**src/rtl/spi_rx_pkg.sv**
```systemverilog
package spi_rx_pkg;
  localparam int unsigned STAT_FULL = 0;
  localparam int unsigned STAT_OVF  = 1;
  localparam int unsigned STAT_MF   = 2;
  localparam logic        ADDR_STATUS = 1'b0;
  localparam logic        ADDR_DATA   = 1'b1;
endpackage

```
**src/rtl/spi_rx_sync.sv**
```systemverilog
module spi_rx_sync #(
  parameter int unsigned W = 3,
  parameter logic [W-1:0] RST_VAL = '0
) (
  input  logic         clk_i,
  input  logic         rst_ni,
  input  logic [W-1:0] async_i,
  output logic [W-1:0] sync_o,
  output logic [W-1:0] prev_o
);
  for (genvar g = 0; g < W; g++) begin : g_bit
    logic [2:0] pipe_q;
    always_ff @(posedge clk_i or negedge rst_ni) begin
      if (!rst_ni) pipe_q <= {3{RST_VAL[g]}};
      else         pipe_q <= {pipe_q[1:0], async_i[g]};
    end
    assign sync_o[g] = pipe_q[1];
    assign prev_o[g] = pipe_q[2];
  end
endmodule

```
**src/rtl/spi_rx_shift.sv**
```systemverilog
module spi_rx_shift #(
  parameter int unsigned MAX_W = 16,
  localparam int unsigned CW = $clog2(MAX_W)
) (
  input  logic             clk_i,
  input  logic             rst_ni,
  input  logic             ss_act_i,
  input  logic             smp_i,
  input  logic             mosi_i,
  input  logic [CW-1:0]    len_m1_i,
  output logic             pen_o,
  output logic             done_o,
  output logic [MAX_W-1:0] word_o
);
  logic [CW-1:0]    cnt_q;
  logic [MAX_W-1:0] shift_q, shift_d, mask;
  logic [CW-1:0]    len_eff;
  logic             take;

  assign len_eff = (len_m1_i == '0) ? CW'(1) : len_m1_i;
  assign take    = smp_i & ss_act_i;
  assign shift_d = {shift_q[MAX_W-2:0], mosi_i};

  for (genvar g = 0; g < MAX_W; g++) begin : g_mask
    assign mask[g] = (CW'(g) <= len_eff) || (g == 0);
  end

  // bit index 1 capture: count reaches length minus one
  assign pen_o  = take && (cnt_q == len_eff - CW'(1));
  assign done_o = take && (cnt_q == len_eff);
  assign word_o = shift_d & mask;

  always_ff @(posedge clk_i or negedge rst_ni) begin
    if (!rst_ni) begin
      cnt_q   <= '0;
      shift_q <= '0;
    end else if (!ss_act_i) begin
      cnt_q   <= '0;
    end else if (take) begin
      shift_q <= shift_d;
      cnt_q   <= done_o ? '0 : cnt_q + CW'(1);
    end
  end

  a_r9_abort_zeroes_count: assert property (@(posedge clk_i) disable iff (!rst_ni)
    !ss_act_i |=> (cnt_q == '0));
endmodule

```
**src/rtl/spi_rx_flags.sv**
```systemverilog
module spi_rx_flags #(
  parameter int unsigned MAX_W = 16
) (
  input  logic             clk_i,
  input  logic             rst_ni,
  input  logic             pen_i,
  input  logic             done_i,
  input  logic [MAX_W-1:0] word_i,
  input  logic             stat_rd_i,
  input  logic             data_rd_i,
  input  logic             mf_cond_i,
  output logic             full_o,
  output logic             ovf_o,
  output logic             mf_o,
  output logic [MAX_W-1:0] rx_o
);
  logic full_q, ovf_q, mf_q, ovf_arm_q, mf_arm_q;
  logic [MAX_W-1:0] rx_q;

  always_ff @(posedge clk_i or negedge rst_ni) begin
    if (!rst_ni) begin
      full_q    <= 1'b0;
      ovf_q     <= 1'b0;
      mf_q      <= 1'b0;
      ovf_arm_q <= 1'b0;
      mf_arm_q  <= 1'b0;
      rx_q      <= '0;
    end else begin
      // arm only for flags seen set by a status read
      if (stat_rd_i) begin
        ovf_arm_q <= ovf_q;
        mf_arm_q  <= mf_q;
      end else if (data_rd_i) begin
        ovf_arm_q <= 1'b0;
        mf_arm_q  <= 1'b0;
      end
      if (pen_i && full_q)             ovf_q <= 1'b1;
      else if (data_rd_i && ovf_arm_q) ovf_q <= 1'b0;
      if (mf_cond_i)                   mf_q <= 1'b1;
      else if (data_rd_i && mf_arm_q)  mf_q <= 1'b0;
      if (done_i && !ovf_q) begin
        full_q <= 1'b1;
        rx_q   <= word_i;
      end else if (data_rd_i) begin
        full_q <= 1'b0;
      end
    end
  end

  assign full_o = full_q;
  assign ovf_o  = ovf_q;
  assign mf_o   = mf_q;
  assign rx_o   = rx_q;

  a_r3_ovf_only_at_pen: assert property (@(posedge clk_i) disable iff (!rst_ni)
    $rose(ovf_q) |-> $past(pen_i && full_q));
  a_r4_hold_under_ovf: assert property (@(posedge clk_i) disable iff (!rst_ni)
    (ovf_q && done_i) |=> $stable(rx_q));
  a_r5_clear_needs_seen: assert property (@(posedge clk_i) disable iff (!rst_ni)
    $fell(ovf_q) |-> $past(data_rd_i && ovf_arm_q));
  a_r6_data_read_empties: assert property (@(posedge clk_i) disable iff (!rst_ni)
    (data_rd_i && !done_i) |=> !full_q);
endmodule

```
**src/rtl/spi_rx_ovf.sv**
```systemverilog
module spi_rx_ovf
  import spi_rx_pkg::*;
#(
  parameter int unsigned MAX_W = 16,
  localparam int unsigned CW = $clog2(MAX_W)
) (
  input  logic             clk_i,
  input  logic             rst_ni,
  input  logic             sclk_i,
  input  logic             mosi_i,
  input  logic             ss_ni,
  input  logic             slave_mode_i,
  input  logic [CW-1:0]    cfg_len_i,
  input  logic             mf_en_i,
  input  logic             rx_ie_i,
  input  logic             err_ie_i,
  input  logic             rd_en_i,
  input  logic             rd_addr_i,
  output logic [MAX_W-1:0] rd_data_o,
  output logic             irq_o
);
  logic [2:0] pin_s, pin_p;
  logic ss_act, smp, pen, done, full, ovf, mf, mf_cond;
  logic [MAX_W-1:0] word, rx;

  spi_rx_sync #(.W(3), .RST_VAL(3'b100)) i_sync (
    .clk_i, .rst_ni,
    .async_i ({ss_ni, mosi_i, sclk_i}),
    .sync_o  (pin_s),
    .prev_o  (pin_p)
  );

  assign ss_act  = slave_mode_i & ~pin_s[2];
  assign smp     = pin_s[0] & ~pin_p[0];
  assign mf_cond = mf_en_i & ~slave_mode_i & ~pin_s[2];

  spi_rx_shift #(.MAX_W(MAX_W)) i_shift (
    .clk_i, .rst_ni,
    .ss_act_i (ss_act),
    .smp_i    (smp),
    .mosi_i   (pin_s[1]),
    .len_m1_i (cfg_len_i),
    .pen_o    (pen),
    .done_o   (done),
    .word_o   (word)
  );

  spi_rx_flags #(.MAX_W(MAX_W)) i_flags (
    .clk_i, .rst_ni,
    .pen_i     (pen),
    .done_i    (done),
    .word_i    (word),
    .stat_rd_i (rd_en_i && rd_addr_i == ADDR_STATUS),
    .data_rd_i (rd_en_i && rd_addr_i == ADDR_DATA),
    .mf_cond_i (mf_cond),
    .full_o    (full),
    .ovf_o     (ovf),
    .mf_o      (mf),
    .rx_o      (rx)
  );

  always_comb begin
    rd_data_o = '0;
    if (rd_addr_i == ADDR_DATA) begin
      rd_data_o = rx;
    end else begin
      rd_data_o[STAT_FULL] = full;
      rd_data_o[STAT_OVF]  = ovf;
      rd_data_o[STAT_MF]   = mf;
    end
  end

  assign irq_o = (rx_ie_i & full) | (err_ie_i & (ovf | mf));

  a_r7_mf_off_stays_clear: assert property (@(posedge clk_i) disable iff (!rst_ni)
    (!mf_en_i && !mf) |=> !mf);
endmodule

```
**config.mk**
```make
export PLATFORM = sky130hd
export DESIGN_NAME = spi_rx_ovf
export DESIGN_NICKNAME = d
export VERILOG_FILES = /design/src/rtl/spi_rx_pkg.sv /design/src/rtl/spi_rx_sync.sv /design/src/rtl/spi_rx_shift.sv /design/src/rtl/spi_rx_flags.sv /design/src/rtl/spi_rx_ovf.sv
export SDC_FILE = /design/constraint.sdc
export NUM_CORES = 1
export LEC_CHECK = 0
export ABC_AREA = 1
export BUFFER_PORTS_ARGS = -buffer_cell sky130_fd_sc_hd__buf_2
export CAP_MARGIN = 10
export CORE_ASPECT_RATIO = 1.5
export CORE_UTILIZATION = 61
export CTS_CLUSTER_SIZE = 10
export DETAILED_ROUTE_END_ITERATION = 7
export GPL_TIMING_DRIVEN = 0
export PLACE_DENSITY = 0.95
export RECOVER_POWER = 100
export SLEW_MARGIN = 0
export SYNTH_ARGS = -nofsm -noshare
export SYNTH_HDL_FRONTEND = slang
export SYNTH_SLANG_ARGS = --single-unit
```
**constraint.sdc**
```tcl
create_clock -name clk_i -period 3.4 [get_ports clk_i]
set_clock_uncertainty 0.1 [all_clocks]
set_input_delay 0.17 -clock clk_i [delete_from_list [all_inputs] [get_ports clk_i]]
set_output_delay 0.17 -clock clk_i [all_outputs]
set_load 0.05 [all_outputs]
```
==> impl_results.md <==
* Crit end category: register
* Max_slew headroom at between 30% and 40%
* Drt pass-1 iters at 6
* TritonCTS clock tree: built
* Result of the run: finished clean
* Fraction of post-synthesis cell area in the top cell type by area at 47.6%
* Post-route clock period utilization at 68.1%
* Cell variety after synth at 27
* Count of filler cells inserted in the layout at ~300
* CTS clk-pin slew, worst paths at 0.09 ns
* Leakage power summed over all cells at 1.49 nW
* Fraction of layout instances using a drive strength above 1 at 12.9%
* Worst path buffer plus inverter count at 2
* Placeable core area at 0.00368 mm²
* Count of final max-slew check failures at 0
* Post-synthesis mux area share at 0%
* Switch Pwr at approximately 0.37 mW
* Clock Power Share at around 29%
* Number of design rule violations left after detail routing at 0
* Area of the die at a little over 0.004 mm²
* Most numerous cell in the Yosys netlist: sky130_fd_sc_hd__nand2_1
* Worst setup path category: register to register
* Grt ovf at 0
* Data arrival at the endpoint of the critical path at 2.41 ns
* Number of synthesized flops with an enable pin at 0
* PostCTS Resize Cnt at 0
* Cell Area, Synth at between 0.002 and 0.0025 mm²
* Summed area of non-filler cells in the final layout at approximately 0.0027 mm²
* Deepest level of the CTS H-tree at 2
* Routed wire length per instance at 12.2 µm
* Post-synthesis share of cell area spent on full adders, half adders and majority gates at 1.06%
* Share of flip-flops with an asynchronous set or reset after synthesis at 100%
* Largest voltage drop on the vdd net at between 400 and 500 µV
* Clock latency on the worst-skew pair at approximately 0.30 ns
* First-iteration detailed-routing DRC count at just over 80
* Half-perimeter wire length after detailed placement at 3460 µm
* Proportion of power drawn by flip-flops and latches at 54.0%
* Number of global-route vias before repair at around 2,000
* Residual antenna-violating net count after detailed routing at 0
* Hold buffer count at CTS at 6
* Combinational family with the most area after synthesis: simple AND/OR/NAND/NOR gates
* Diode insertion count for antenna repair at 0
* XOR/XNOR Fraction of Synth Area at approximately 1.4%
* CTS Root Cell: sky130_fd_sc_hd__clkbuf_8
* Most used flip-flop cell after synthesis: sky130_fd_sc_hd__dfrtp_1
* Global-route wire length before repair at 8100 µm
* Post-synthesis sequential area ratio at 49.8%
* Cell with the largest stage delay on the worst path: sky130_fd_sc_hd__nor2_1
* Routed wire length at 4700 µm
* Tot GR Track Use at 26.9%
* Sinks on the clock net at 47
* Mapped Nets at between 300 and 400
* Slew of the pin with the lowest slew margin at 0.982 ns
* Width of the die at 52.9 µm
* Layout area overhead at 13.3%
* Cell taking the most area after synthesis: sky130_fd_sc_hd__dfrtp_1
* Series of cell instances along the critical path: inv_1 > nor2_1 > nand3_1 > nor2_1 > nand3_1 > buf_6 > nand2_1 > nand2_1
* Final number of hold-violating endpoints at 0
* I/O pin total at 32
* Internal Dissipation at 0.848 mW
* Longest individual stage delay on the worst path at 0.54 ns
* Kind of path behind the tightest hold check: input port to register
* Total CTS buffers at 5
* Cell Rows at 27
* Type of origin of the critical path: register
* Via Count at approximately 2,000
* Net Sw Frac at 30.1%
* Die height at 78.3 µm
* Power, Total at 1.21 mW
* Most instantiated cells after synthesis: sky130_fd_sc_hd__nand2_1, sky130_fd_sc_hd__dfrtp_1, sky130_fd_sc_hd__inv_1
* Final critical path time including I/O delays and setup at 2.31 ns
* Post-CTS setup buffers at 0
* Number of antenna violations at the first check in global routing at 0
* Max cap viols at 0
* Clk buf depth at 2
* Post-synthesis sequential element count at 47
* Nets at 357
* Placed standard-cell area at between 0.002 and 0.003 mm²
* Routed via count divided by cell count at 5.23
* Power density relative to cell area at around 450 mW/mm²
* Largest cells by area after synthesis: sky130_fd_sc_hd__dfrtp_1, sky130_fd_sc_hd__nand2_1, sky130_fd_sc_hd__inv_1
* Max FO, Critical Path at 10
* Maximum clock rate at 432 MHz
* Part of the power in combinational logic at 16.9%
* Beginning of the critical path: i_sync.g_bit[0].pipe_q[1]
* Worst Path Required at 3.50 ns
* Multi-input combinational cell area at 940 µm²
* Number of instances in the synthesized netlist at 296
* Number of setup violations in the final report at 0
* Area taken by flip-flops and latches at 0.00118 mm²
* Number of warnings reported in the yosys synthesis log at 0
* Reg2Reg Launch Point: i_sync.g_bit[0].pipe_q[1]
* Crit-path leading delay family: simple AND/OR/NAND/NOR gates
* Compound-Gate Fraction of Synth Area at 6.24%
* Post-synthesis simple-gate area fraction at 32.2%
* Mapped Avg Cell Area at 8.00 µm²
* Unrepaired setup endpoints after global routing: false
* Aggregate negative setup slack at 0 ns
* Maximum number of pins on one net before global-route repair at 48
* RePlAce Congestion at 0.873
* Count of buffers inserted at the top-level ports at 31
* Starting density of the core at 64.3%
* Critical hold path startpoint: slave_mode_i
==> metrics by stage <==
step / worst slack, ns / util [%] / hold slack [ns] / instances
5_1_grt: 0.888 / 72.9 / 0.102 / 384
6_report: 1.09 / 72.9 / 0.0604 / 384
2_1_floorplan: 1.59 / - / -0.226 / 296
3_3_place_gp: 1.72 / 70.0 / 0.175 / 370
4_1_cts: 1.72 / 74.3 / 0.0458 / 384
3_5_place_dp: 1.69 / 70.0 / 0.177 / 370
==> per-layer routing <==
layer	wire (µm)	global-route usage (%)	vias to the layer above
met5	0	0	-
met4	149	12.1	0
met1	1850	30.1	915
met3	264	6.98	15
met2	2430	46.3	73
li1	-	-	1005
==> worst register-to-register path: cells and delay by family, from the launching register on <==
| kind | cells | cell delay [ns] |
|---|---|---|
| buffers and inverters | 2 | 0.30 |
| DFF | 1 | 0.38 |
| and+or+nand+nor | 6 | 1.44 |
==> worst paths after layout <==
kind | end | slack [ns] | cells past startpoint
setup reg to reg | i_flags.rx_o[1] | 1.09 | 8
hold reg to reg | i_sync.g_bit[1].pipe_q[1] | 0.25 | 0
setup / recovery | i_flags.rx_o[1] | 1.09 | 8
max in group asynchronous | i_flags.rx_o[7] | 2.12 | 2
min in group asynchronous | i_sync.g_bit[1].pipe_q[0] | 0.49 | 2
hold / removal | i_flags.mf_o | 0.06 | 4
==> cells by family after synthesis <==
kind of cell / Yosys count
xor gates and xnor gates: 3
adders and majority gates: 2
DFF: 47
buffers and inverters: 52
AOI/OAI and AO/OA: 29
and+or+nand+nor: 163
==> registers in the layout, summed over array words and instances (netlist names) <==
| name | flops |
|---|---|
| i_flags.full_o | 1 |
| i_flags.mf_o | 1 |
| i_shift.cnt_q | 4 |
| i_flags.ovf_arm_q | 1 |
| i_sync.g_bit.pipe_q | 7 |
| i_flags.ovf_o | 1 |
| i_shift.shift_q | 15 |
| i_flags.rx_o | 16 |
| i_flags.mf_arm_q | 1 |
==> power by group through the flow <==
stage          Sequential, mW  Combinational [mW]  Clock, mW
2_1_floorplan           0.657               0.144          0
3_3_place_gp            0.663               0.195          0
6_report                0.655               0.205      0.353
5_1_grt                 0.662               0.232      0.380
4_1_cts                 0.654               0.209      0.359
3_5_place_dp            0.665               0.201          0
==> placed cells by master (no fill, tap or decap), drive strengths merged <==
cell type    count
xor2             3
inv             43
nor3             3
nand4           16
nand2          117
clkbuf          28
ha               2
o22ai            2
nor2            15
dlygate4sd3      6
buf             18
clkinvlp         1
or2              1
clkinv           1
nand3           11
a21oi            7
dfstp            2
dfrtp           45
o21ai           20
==> area by class of cell <==
cell class / instances / area share (%)
well taps: 43 / 2.01
clock inverters: 2 / 0.606
flip-flops and latches: 47 / 43.9
multi-input cells: 197 / 35.0
repair buffers: 37 / 7.18
inverters: 43 / 6.02
plain buffers: 9 / 2.15
clock buffers: 6 / 3.08
Power figures use the tool's default switching activity.
